### config.mk
export PLATFORM = sky130hd
export DESIGN_NAME = cell_agen3
export DESIGN_NICKNAME = d
export VERILOG_FILES = /design/src/rtl/agen_pkg.sv /design/src/rtl/agen_offset_rom.sv /design/src/rtl/agen_wrap_adder.sv /design/src/rtl/agen_bank_arb.sv /design/src/rtl/cell_agen3.sv
export SDC_FILE = /design/constraint.sdc
export NUM_CORES = 1
export LEC_CHECK = 0
export ABC_AREA = 1
export ABC_CLOCK_PERIOD_IN_PS = 24800
export BUFFER_PORTS_ARGS = -buffer_cell sky130_fd_sc_hd__buf_4
export CORE_ASPECT_RATIO = 0.6
export CORE_MARGIN = 3
export CORE_UTILIZATION = 60
export CTS_CLUSTER_SIZE = 16
export DETAILED_ROUTE_END_ITERATION = 12
export PLACE_DENSITY = 0.86
export REMOVE_ABC_BUFFERS = 1
export SETUP_SLACK_MARGIN = 0.5
export SKIP_LAST_GASP = 1
export SYNTH_ARGS = -nofsm -noshare
export SYNTH_HDL_FRONTEND = slang
export SYNTH_SLANG_ARGS = --single-unit
### constraint.sdc
create_clock -name clk -period 24.8 [get_ports clk]
set_input_delay 3.72 -clock clk [delete_from_list [all_inputs] [get_ports clk]]
set_output_delay 3.72 -clock clk [all_outputs]
set_load 0.05 [all_outputs]
### src/rtl/agen_pkg.sv
package agen_pkg;
  localparam int NBANK  = 3;
  localparam int NSLOT  = 3;
  localparam int SEL_W  = 3;
  localparam int TAG_W  = 2;
  localparam int BANK_W = 2;

  typedef enum logic {
    MODE_DIR = 1'b0,
    MODE_GRP = 1'b1
  } agen_mode_e;
endpackage

### src/rtl/agen_offset_rom.sv
module agen_offset_rom
  import agen_pkg::*;
#(
  parameter int IDX_W = 21,
  parameter int ROW   = 1000
) (
  input  logic                            mode,
  input  logic [SEL_W-1:0]                sel,
  output logic [NSLOT-1:0][IDX_W:0]       offs,
  output logic [NSLOT-1:0]                act
);
  localparam int OW = IDX_W + 1;

  function automatic logic [IDX_W:0] dir_off(input logic [SEL_W-1:0] d);
    case (d)
      3'd0:    return OW'(0);
      3'd1:    return OW'(1);
      3'd2:    return OW'(-1);
      3'd3:    return OW'(ROW);
      3'd4:    return OW'(-ROW);
      3'd5:    return OW'(ROW + 1);
      3'd6:    return OW'(-(ROW + 1));
      default: return OW'(ROW - 1);
    endcase
  endfunction

  always_comb begin
    offs = '0;
    act  = '0;
    if (agen_mode_e'(mode) == MODE_DIR) begin
      offs[0] = dir_off(sel);
      act     = 3'b001;
    end else begin
      act = 3'b111;
      case (sel[1:0])
        2'd0: begin
          offs[0] = OW'(0);  offs[1] = OW'(1);   offs[2] = OW'(-1);
        end
        2'd1: begin
          offs[0] = OW'(0);  offs[1] = OW'(ROW); offs[2] = OW'(-ROW);
        end
        2'd2: begin
          offs[0] = OW'(1);  offs[1] = OW'(ROW); offs[2] = OW'(-1);
        end
        default: begin
          offs[0] = OW'(1);  offs[1] = OW'(ROW); offs[2] = OW'(-(ROW + 1));
        end
      endcase
    end
  end
endmodule

### src/rtl/agen_wrap_adder.sv
module agen_wrap_adder
  import agen_pkg::*;
#(
  parameter int IDX_W  = 21,
  parameter int ADDR_W = 20,
  parameter int CELLS  = 2000000
) (
  input  logic [IDX_W-1:0]  base,
  input  logic [IDX_W:0]    off,
  output logic [BANK_W-1:0] bank,
  output logic [ADDR_W-1:0] addr
);
  localparam int SW = IDX_W + 2;
  localparam logic signed [SW-1:0] LIM = SW'(CELLS);

  logic signed [SW-1:0] sum;
  logic signed [SW-1:0] wrapped;
  logic [IDX_W-1:0]     tgt;

  always_comb begin
    sum = $signed({2'b00, base}) + $signed({off[IDX_W], off});
    if (sum < 0)
      wrapped = sum + LIM;
    else if (sum >= LIM)
      wrapped = sum - LIM;
    else
      wrapped = sum;
    tgt  = IDX_W'(wrapped);
    bank = BANK_W'(tgt % IDX_W'(NBANK));
    addr = ADDR_W'(tgt / IDX_W'(NBANK));
  end
endmodule

### src/rtl/agen_bank_arb.sv
module agen_bank_arb
  import agen_pkg::*;
(
  input  logic [NSLOT-1:0]              pend,
  input  logic [NSLOT-1:0][BANK_W-1:0]  bank,
  output logic [NSLOT-1:0]              grant
);
  always_comb begin
    for (int s = 0; s < NSLOT; s++) begin
      grant[s] = pend[s];
      for (int j = 0; j < s; j++) begin
        if (pend[j] && (bank[j] == bank[s]))
          grant[s] = 1'b0;
      end
    end
  end
endmodule

### src/rtl/cell_agen3.sv
module cell_agen3
  import agen_pkg::*;
#(
  parameter int IDX_W  = 21,
  parameter int ADDR_W = 20,
  parameter int CELLS  = 2000000,
  parameter int ROW    = 1000
) (
  input  logic                     clk,
  input  logic                     rst,
  input  logic                     req_valid,
  input  logic                     req_mode,
  input  logic [2:0]               req_sel,
  input  logic [IDX_W-1:0]         req_base,
  output logic [2:0]               bank_en,
  output logic [3*ADDR_W-1:0]      bank_addr,
  output logic [5:0]               bank_tag,
  output logic                     busy
);
  logic [NSLOT-1:0][IDX_W:0]       offs;
  logic [NSLOT-1:0]                rom_act;
  logic [NSLOT-1:0][BANK_W-1:0]    new_bank;
  logic [NSLOT-1:0][ADDR_W-1:0]    new_addr;

  logic [NSLOT-1:0][BANK_W-1:0]    held_bank;
  logic [NSLOT-1:0][ADDR_W-1:0]    held_addr;
  logic [NSLOT-1:0]                pend_q;

  logic                            accept;
  logic [NSLOT-1:0]                src_pend;
  logic [NSLOT-1:0][BANK_W-1:0]    src_bank;
  logic [NSLOT-1:0][ADDR_W-1:0]    src_addr;
  logic [NSLOT-1:0]                grant;

  logic [NBANK-1:0]                en_n;
  logic [NBANK-1:0][ADDR_W-1:0]    addr_n;
  logic [NBANK-1:0][TAG_W-1:0]     tag_n;

  agen_offset_rom #(.IDX_W(IDX_W), .ROW(ROW)) u_rom (
    .mode (req_mode),
    .sel  (req_sel),
    .offs (offs),
    .act  (rom_act)
  );

  for (genvar s = 0; s < NSLOT; s++) begin : g_add
    agen_wrap_adder #(.IDX_W(IDX_W), .ADDR_W(ADDR_W), .CELLS(CELLS)) u_add (
      .base (req_base),
      .off  (offs[s]),
      .bank (new_bank[s]),
      .addr (new_addr[s])
    );
  end

  assign accept   = req_valid && (pend_q == '0);
  assign src_pend = accept ? rom_act  : pend_q;
  assign src_bank = accept ? new_bank : held_bank;
  assign src_addr = accept ? new_addr : held_addr;

  agen_bank_arb u_arb (
    .pend  (src_pend),
    .bank  (src_bank),
    .grant (grant)
  );

  always_comb begin
    en_n   = '0;
    addr_n = '0;
    tag_n  = '0;
    for (int b = 0; b < NBANK; b++) begin
      for (int s = 0; s < NSLOT; s++) begin
        if (grant[s] && (src_bank[s] == BANK_W'(b))) begin
          en_n[b]   = 1'b1;
          addr_n[b] = src_addr[s];
          tag_n[b]  = TAG_W'(s);
        end
      end
    end
  end

  always_ff @(posedge clk) begin
    if (accept) begin
      held_bank <= new_bank;
      held_addr <= new_addr;
    end
  end

  always_ff @(posedge clk) begin
    if (rst) begin
      pend_q    <= '0;
      bank_en   <= '0;
      bank_addr <= '0;
      bank_tag  <= '0;
    end else begin
      pend_q    <= src_pend & ~grant;
      bank_en   <= en_n;
      bank_addr <= addr_n;
      bank_tag  <= tag_n;
    end
  end

  assign busy = |pend_q;
endmodule

-- Yosys cells after proc, flatten, opt, wreduce, memory -nomap -nowiden
Index checks and enable logic that the tools add are counted.
- flip-flop bits (word level): 138
- latch bits: 0
- bits in writable memories: 0
- memory bits (read-only): 0
- output and inout port bits: 70
- word-level logic and storage cells: 117
- memories kept: 0
- $add $sub $neg: 9
- $mul: 0
- divide/modulo/power cells: 6
- magnitude comparators: 6
- equal/unequal tests: 17
- shift-type cells: 0
- muxes and demuxes: 41
- bitwise operators: 2
- reduce and logical (&&, ||, !) cells: 23
- operators with widths (kind ; number):
    2-to-1 mux 20 bit ; 9
    case mux 54 bit (3 select lines) ; 1
    case mux 22 bit (7 select lines) ; 1
    2-to-1 mux 21 bit ; 6
    adder 22 x 22 -> 23 bit ; 3
    >= comparator 23 x 22 -> 1 bit (second input constant) ; 3
    < comparator 23 x 1 -> 1 bit (second input constant) ; 3
    adder 21 x 18 -> 21 bit (second input constant) ; 3
    divider 21 x 2 -> 21 bit (second input constant) ; 3
    remainder unit 21 x 2 -> 21 bit (second input constant) ; 3
    subtractor 21 x 18 -> 21 bit (second input constant) ; 3
    2-to-1 mux 60 bit ; 1
    2-to-1 mux 44 bit ; 1
    2-to-1 mux 22 bit ; 1
    2-to-1 mux 1 bit ; 15
    logical AND 1 bit ; 13
    equality test 3 bit (second input constant) ; 3
    equality test 2 x 1 -> 1 bit (second input constant) ; 4
    equality test 2 bit (second input constant) ; 4
    zero test 2 bit ; 4
    equality test 2 bit ; 3
    equality test 3 x 2 -> 1 bit (second input constant) ; 2
    zero test 3 bit ; 2
    2-to-1 mux 2 bit ; 3
    7 further kinds ; 10

-- Logic depth before layout (Yosys ltp)
Gate-level depths: netlist of run 1.
- word-level depth: 15
- mapped depth: 91
- gate-level depth less buffers: 90

-- Modules after synthesis
From an unflattened synthesis of run 1, not the netlist that was laid out.
- cell total of the unflattened synthesis: 3129
- area total of the unflattened synthesis: 17138.9 um2
- by module, submodules not included (module ; instances ; cells each ; area each (um2) ; seq. area each (um2)):
    agen_wrap_adder at g_add[0].u_add ... ; 2 ; 715 ; 3492.1 ; 0.0
    cell_agen3 ; 1 ; 899 ; 6029.5 ; 2762.6
    agen_wrap_adder at g_add[2].u_add ; 1 ; 687 ; 3457.1 ; 0.0
    agen_offset_rom ; 1 ; 86 ; 551.8 ; 0.0
    agen_bank_arb ; 1 ; 27 ; 116.4 ; 0.0

-- Least setup slack after synthesis of run 1
No wires, ideal clock.
- kind: input-to-reg
- from: input req_mode
- to: register bank_addr[1]
- data arrival time: 12.050 ns
- path slack: 12.636 ns
- stages on the path: 85
- cell sequence: inv_2 > o21ai_1 > nor2_1 > ha_1 > nand2_1 > nand2_1 > nand2_1 > nand2_1 > inv_1 > nand3b_1 > nand2_1 > inv_1 > ha_1 > nand2_1 > nand2_1 > nand2_1 > nor2_1 > o21ai_1 > [... 49 more ...] > nand3b_1 > nand2_1 > inv_1 > nand2_1 > inv_2 > nor2_4 > nand3_2 > nand2_1 > nand3_2 > nand2_1 > inv_2 > nand2_2 > nand2_1 > nor2_4 > nor2_8 > buf_6 > nand4_1 > nand2_1
- RTL lines (what ; line ; RTL):
    start: declaration ; cell_agen3.sv:12 ; input logic req_mode,
    end signal: assignment ; cell_agen3.sv:97 ; bank_addr <= addr_n;
    end: declaration ; cell_agen3.sv:16 ; output logic [3*ADDR_W-1:0] bank_addr,

==> impl_metrics.toml, run 1 <==
[detailed_routing]
drc = 0
met3_wirelength_um = 6600
m1WireLength_um = 21000
drtIter0Drc = 2731
ant_nets = 0
viasPerCell = 5.90
dr.pass1.iters = 8
topRoutingLayerUsed = "met4"
via_count = 17579
wl_met2_um = 19500
post_drt_wl_per_cell_um = 16.3
wirelength_um = 48500

[synthesis]
syn_area_um2 = 14900
synth_top_area_share_pct = 22.8
synth_area_leaders = "nand2_1 23%, dfxtp_1 18%, nand3_1 8.1%"
synthCells = 2607
ys_warn_count = 0
syn_area_per_cell_um2 = 5.71
ys_ff_latch = 137
synthDistinctLibCells = 53
async_flop_share_pct = 0
ys_seq_area_share_pct = 18.4
synth_largest_area_cell = "nand2_1"
synthFlopType = "dfxtp_1"
synth_edf_count = 0

[job]
maxCapViolCount = 0

[finish]
final_cell_mix = "904 x nand2_1, 282 x inv_1, 242 x nand3_1"
fillers = 2122
diodes = 0
drive_above_1_share_pct = 13.6
nets = 2747
stdcell_area_um2 = 16300
syn_to_final_growth_pct = 9.26
layout_commonest_cell = "nand2_1"
instances_no_fill = 2982

[sta]
rsz0062_at_grt = "no"
clock-skew-final_ns = 0.00982
drv_slew = 0
fin_crit_sh_pct = 60.8
setup_violations = 0
relSlewSlack_pct = 10.8
worst_slack_ns = 9.73
tns_ns = 0
layout_min_cycle_time_ns = 15.07
final-hold-violation-count = 0
max_slew.worst_pin.slew_ns = 1.33
max_freq_mhz = 66.4

[setup_path]
required_ns = 25.10
r2r_slack_ns = 20.14
crit_type = "input port to flop"
crit_start = "req_mode"
worstReg2RegEnd = "bank_addr[2]$_SDFF_PP0_"
end_kind = "flop"
r2r_start = "pend_q[2]$_SDFF_PP0_"
reg2reg_depth = 13
crit_path_max_incr_delay_ns = 1.08
critPathSlowestCell = "nand4_1"
critPathLaunchType = "input port"
path_max_fanout = 23
cp-endpoint = "bank_addr[2]$_SDFF_PP0_"
crit_arrival_ns = 15.37
critPathMostFrequentCell = "nand2_1"

[grt]
grt_use_total_pct = 35.2
grt.overflow.total = 0
first_global_vias = 15173
grt_pass1_wl_um = 77600
antenna_found_initial = 0
grt_max_degree = 127

[clock_network]
htreeDepth = 4
cts_tree = "yes"
insertion_delay_ns = 0.43
cts_setup_buffers = 0
clockBufferDepth = 2
clock_sinks = 137
post_cts_resized = 0
cts-root-buf = "clkbuf_16"
cts_buffers = 17
hold_buffers = 0
path_clk_slew_ns = 0.06

[die]
die_y_um = 128
die_width_um = 209
die_area_um2 = 26800
core_area_um2 = 23700
rows = 43
io_pins = 98
start_util_pct = 62.7

[placed_design]
port_buffers = 97
hpwlAfterDp_um = 37700
placed_cells = 2950
gp_congestion = 1.03
dpl_cell_area_um2 = 15700
dpl_worst_slack_ns = 9.64

[pwr]
powerDensity_nw_per_um2 = 138
vdd_drop_max_v = 0.000128
leakage_uw = 0.00908

[hold_path]
min_path_type = "flop to flop"

[outcome]
status = "complete, no violations"
sequential cells by signal, indices dropped and copies added, names as in the netlist:
signal / count
held_addr: 60
bank_tag: 6
pend_q: 2
bank_en: 3
held_bank: 6
bank_addr: 60
layout make-up:
type                    count  area, um2  share of cell area, %
inverters                 356       1340                   8.23
flip-flops and latches    137       2740                   16.9
clock buffers              18        439                   2.70
clock inverters            14        128                  0.785
well taps                 315        394                   2.42
repair buffers            101        758                   4.66
multi-input cells        2041      10500                   64.3
synthesized netlist by cell type, types with 35 or more instances:
library cell,count
nand2_1,904
inv_1,283
nand3_1,242
nor2_1,202
nand4_1,158
dfxtp_1,137
a21oi_1,64
ha_1,63
inv_2,63
a31oi_1,55
nand2_2,53
o21ai_1,49
xor2_1,43
clkbuf_1,41
nand3_2,35
kinds of logic after synthesis:
logic type / after synthesis / synth area share [%]
flops: 137 / 18.4
compound gates: 255 / 10.2
fa+ha+maj: 65 / 5.56
simple gates: 1671 / 51.2
xor+xnor: 50 / 3.14
buf+inv: 429 / 11.4
critical path: cells and delay by family:
family | cells | cell delay [ns]
compound gates | 7 | 1.23
buf+inv | 11 | 0.96
fa+ha+maj | 3 | 0.80
simple gates | 57 | 8.59
report_power, final:
group / switching [uW] / internal, uW
sequential: 27.4 / 315
clock: 112 / 135
combinational: 1220 / 436
how the worst min path moves through the flow:
stage,from,slack [ns],cells past startpoint,to
final,held_addr[1]$_DFF_P_,0.52,2,held_addr[1]$_DFF_P_
after global routing,held_addr[1]$_DFF_P_,0.56,2,held_addr[1]$_DFF_P_
after CTS,held_addr[1]$_DFF_P_,0.52,2,held_addr[1]$_DFF_P_
after detailed placement,held_addr[1]$_DFF_P_,0.51,2,held_addr[1]$_DFF_P_
after global placement,held_addr[2]$_DFF_P_,0.51,2,held_addr[2]$_DFF_P_
after floorplan,held_addr[0]$_DFF_P_,0.46,2,held_addr[0]$_DFF_P_
routing by layer:
metal / GRT usage, % / up-vias
met3: 9.83 / 146
li1: - / 8612
met1: 50.7 / 7800
met5: 0 / -
met4: 10.7 / 0
met2: 51.1 / 1021
per-stage QoR:
stage	hold slack, ns	utilization, %	total power [uW]
6_report	0.523	68.5	2250
2_1_floorplan	0.462	-	1520
4_1_cts	0.523	68.5	2180
3_5_place_dp	0.515	66.2	1930
5_1_grt	0.558	68.5	2410
3_3_place_gp	0.508	66.2	1880
(Power assumes the default switching activity.)
==> inputs of run 2 (changes only) <==
--- a/config.mk
+++ b/config.mk
@@ -6,7 +6,7 @@
 export NUM_CORES = 1
 export LEC_CHECK = 0
 export ABC_AREA = 1
-export ABC_CLOCK_PERIOD_IN_PS = 24800
+export ABC_CLOCK_PERIOD_IN_PS = 15400
 export BUFFER_PORTS_ARGS = -buffer_cell sky130_fd_sc_hd__buf_4
 export CORE_ASPECT_RATIO = 0.6
 export CORE_MARGIN = 3
==> constraint.sdc (replaced) <==
create_clock -name clk -period 15.4 [get_ports clk]
set_input_delay 2.31 -clock clk [delete_from_list [all_inputs] [get_ports clk]]
set_output_delay 2.31 -clock clk [all_outputs]
set_load 0.05 [all_outputs]
==> run 2 against run 1 <==
  * Final cell count is 0.10% higher
  * Register-to-register slack lost 9.2 ns
  * Count of clock-buffer cells in the layout unchanged
  * Global-route usage grew 1.2 points
  * Sequential share of layout area is 0.052 points lower
  * Via count rose by 0.63%
  * Sequential power is 61% higher
  * Critical path type unchanged
  * Critical endpoint is now bank_addr[51]$_SDFF_PP0_
==> impl_metrics.toml, run 2 (same netlist as run 1, synthesis figures left out) <==
[finish]
fillers = 2158
layout_commonest_cell = "nand2_1"
nets = 2750
drive_above_1_share_pct = 13.6
final_cell_mix = "904 x nand2_1, 282 x inv_1, 242 x nand3_1"
diodes = 0
reg.largest.list = "bank_addr x60, held_addr x60"
syn_to_final_growth_pct = 9.60
instances_no_fill = 2985

[hold_path]
holdPathEnd = "held_addr[2]$_DFF_P_"
hold_path_startpoint = "held_addr[2]$_DFF_P_"
min_path_type = "flop to flop"
worstHoldPathCells = 2

[detailed_routing]
drtIter0Drc = 2468
wirelength_um = 50100
viasPerCell = 5.93
ant_nets = 0
via_count = 17690
post_drt_wl_per_cell_um = 16.8
dr.pass1.iters = 8
drc = 0

[clock_network]
path_clk_slew_ns = 0.06
cts-root-buf = "clkbuf_16"
cts_buffers = 17
insertion_delay_ns = 0.44
hold_buffers = 0
htreeDepth = 4
clock_sinks = 137
cts_tree = "yes"
post_cts_resized = 0
clockBufferDepth = 2
cts_setup_buffers = 0

[placed_design]
port_buffers = 97
dpl_worst_slack_ns = 1.90
gp_congestion = 1.02
placed_cells = 2953
hpwlAfterDp_um = 38700

[setup_path]
worstReg2RegEnd = "bank_addr[51]$_SDFF_PP0_"
r2r_slack_ns = 10.90
crit_path_max_incr_delay_ns = 0.82
critPathMostFrequentCell = "nand2_1"
crit_type = "input port to flop"
r2r_start = "pend_q[2]$_SDFF_PP0_"
end_kind = "flop"
critPathLaunchType = "input port"
crit_arrival_ns = 13.76
required_ns = 15.72
path_max_fanout = 23
reg2reg_depth = 12
critPathSlowestCell = "nor2_2"

[grt]
met3_usage_pct = 11.3
grt_pass1_wl_um = 79700
gr-usage-met1_pct = 50.6
grt_use_total_pct = 36.4
busiest_layer = "met2"
grt.overflow.total = 0
antenna_found_initial = 0
first_global_vias = 15918
met2_usage_pct = 53.9
grt_max_degree = 127

[job]
maxCapViolCount = 0

[sta]
drv_slew = 0
final-hold-violation-count = 0
worst_slack_ns = 1.97
rsz0062_at_grt = "no"
max_slew.worst_pin.slew_ns = 1.18
relSlewSlack_pct = 21.1
fin_crit_sh_pct = 87.2
layout_min_cycle_time_ns = 13.43
max_freq_mhz = 74.4
tns_ns = 0
setup_violations = 0
clock-skew-final_ns = 0.00878

[die]
io_pins = 98
die_area_um2 = 26800
die_width_um = 209
die_y_um = 128
start_util_pct = 62.7
core_area_um2 = 23700
rows = 43

[pwr]
vdd_drop_max_v = 0.000188
leakage_uw = 0.00912
powerDensity_nw_per_um2 = 224

[outcome]
status = "complete, no violations"
## run 2: cell types whose count changed in the layout (fill, tap and decap cells not counted), moves of 2 or more
cell,delta
buf_4,+3
inv_8,-3
bufinv_16,+2
nor2_1,+2
nor2_2,-2
## run 2: power breakdown
part	internal, uW	switching, uW	total, uW
Sequential	507	42.7	550
Combinational	707	1970	2680
Clock	246	175	421
Total	1460	2190	3650
## run 2: cell type report
class	instances	area, um2	area share (%)
flip-flops and latches	137	2740	16.8
repair buffers	104	781	4.79
inverters	356	1340	8.21
clock buffers	18	439	2.69
clock inverters	14	160	0.982
well taps	315	394	2.42
multi-input cells	2041	10500	64.1
## run 2: worst max-delay path by stage
| stage | start | to | slack, ns |
|---|---|---|---|
| after floorplan | req_sel[1] | bank_addr[0]$_SDFF_PP0_ | 3.79 |
| after global placement | req_mode | bank_addr[44]$_SDFF_PP0_ | 2.42 |
| after detailed placement | req_mode | bank_addr[42]$_SDFF_PP0_ | 1.90 |
| after CTS | req_mode | bank_addr[48]$_SDFF_PP0_ | 2.27 |
| after global routing | req_mode | bank_addr[44]$_SDFF_PP0_ | 0.80 |
| final | req_mode | bank_addr[51]$_SDFF_PP0_ | 1.97 |
## run 2: per-layer routing
metal	vias to the layer above	routed length, um
met5	-	0
met4	0	1270
met3	126	6970
met2	1061	20400
met1	7897	21500
li1	8606	-
## run 2: worst max-delay path: cells and delay by family
family          cells  cell delay [ns]
simple gates       52             7.98
compound gates     10             1.57
buf+inv            11             1.01
fa+ha+maj           3             0.84
## run 2: through the flow
| step | power (uW) | hold slack (ns) | utilization, % | cell area [um2] |
|---|---|---|---|---|
| 3_3_place_gp | 3020 | 0.505 | 66.2 | 15700 |
| 2_1_floorplan | 2450 | 0.462 | - | 14500 |
| 3_5_place_dp | 3120 | 0.499 | 66.2 | 15700 |
| 5_1_grt | 3910 | 0.541 | 68.8 | 16300 |
| 4_1_cts | 3550 | 0.525 | 68.8 | 16300 |
| 6_report | 3650 | 0.530 | 68.8 | 16300 |
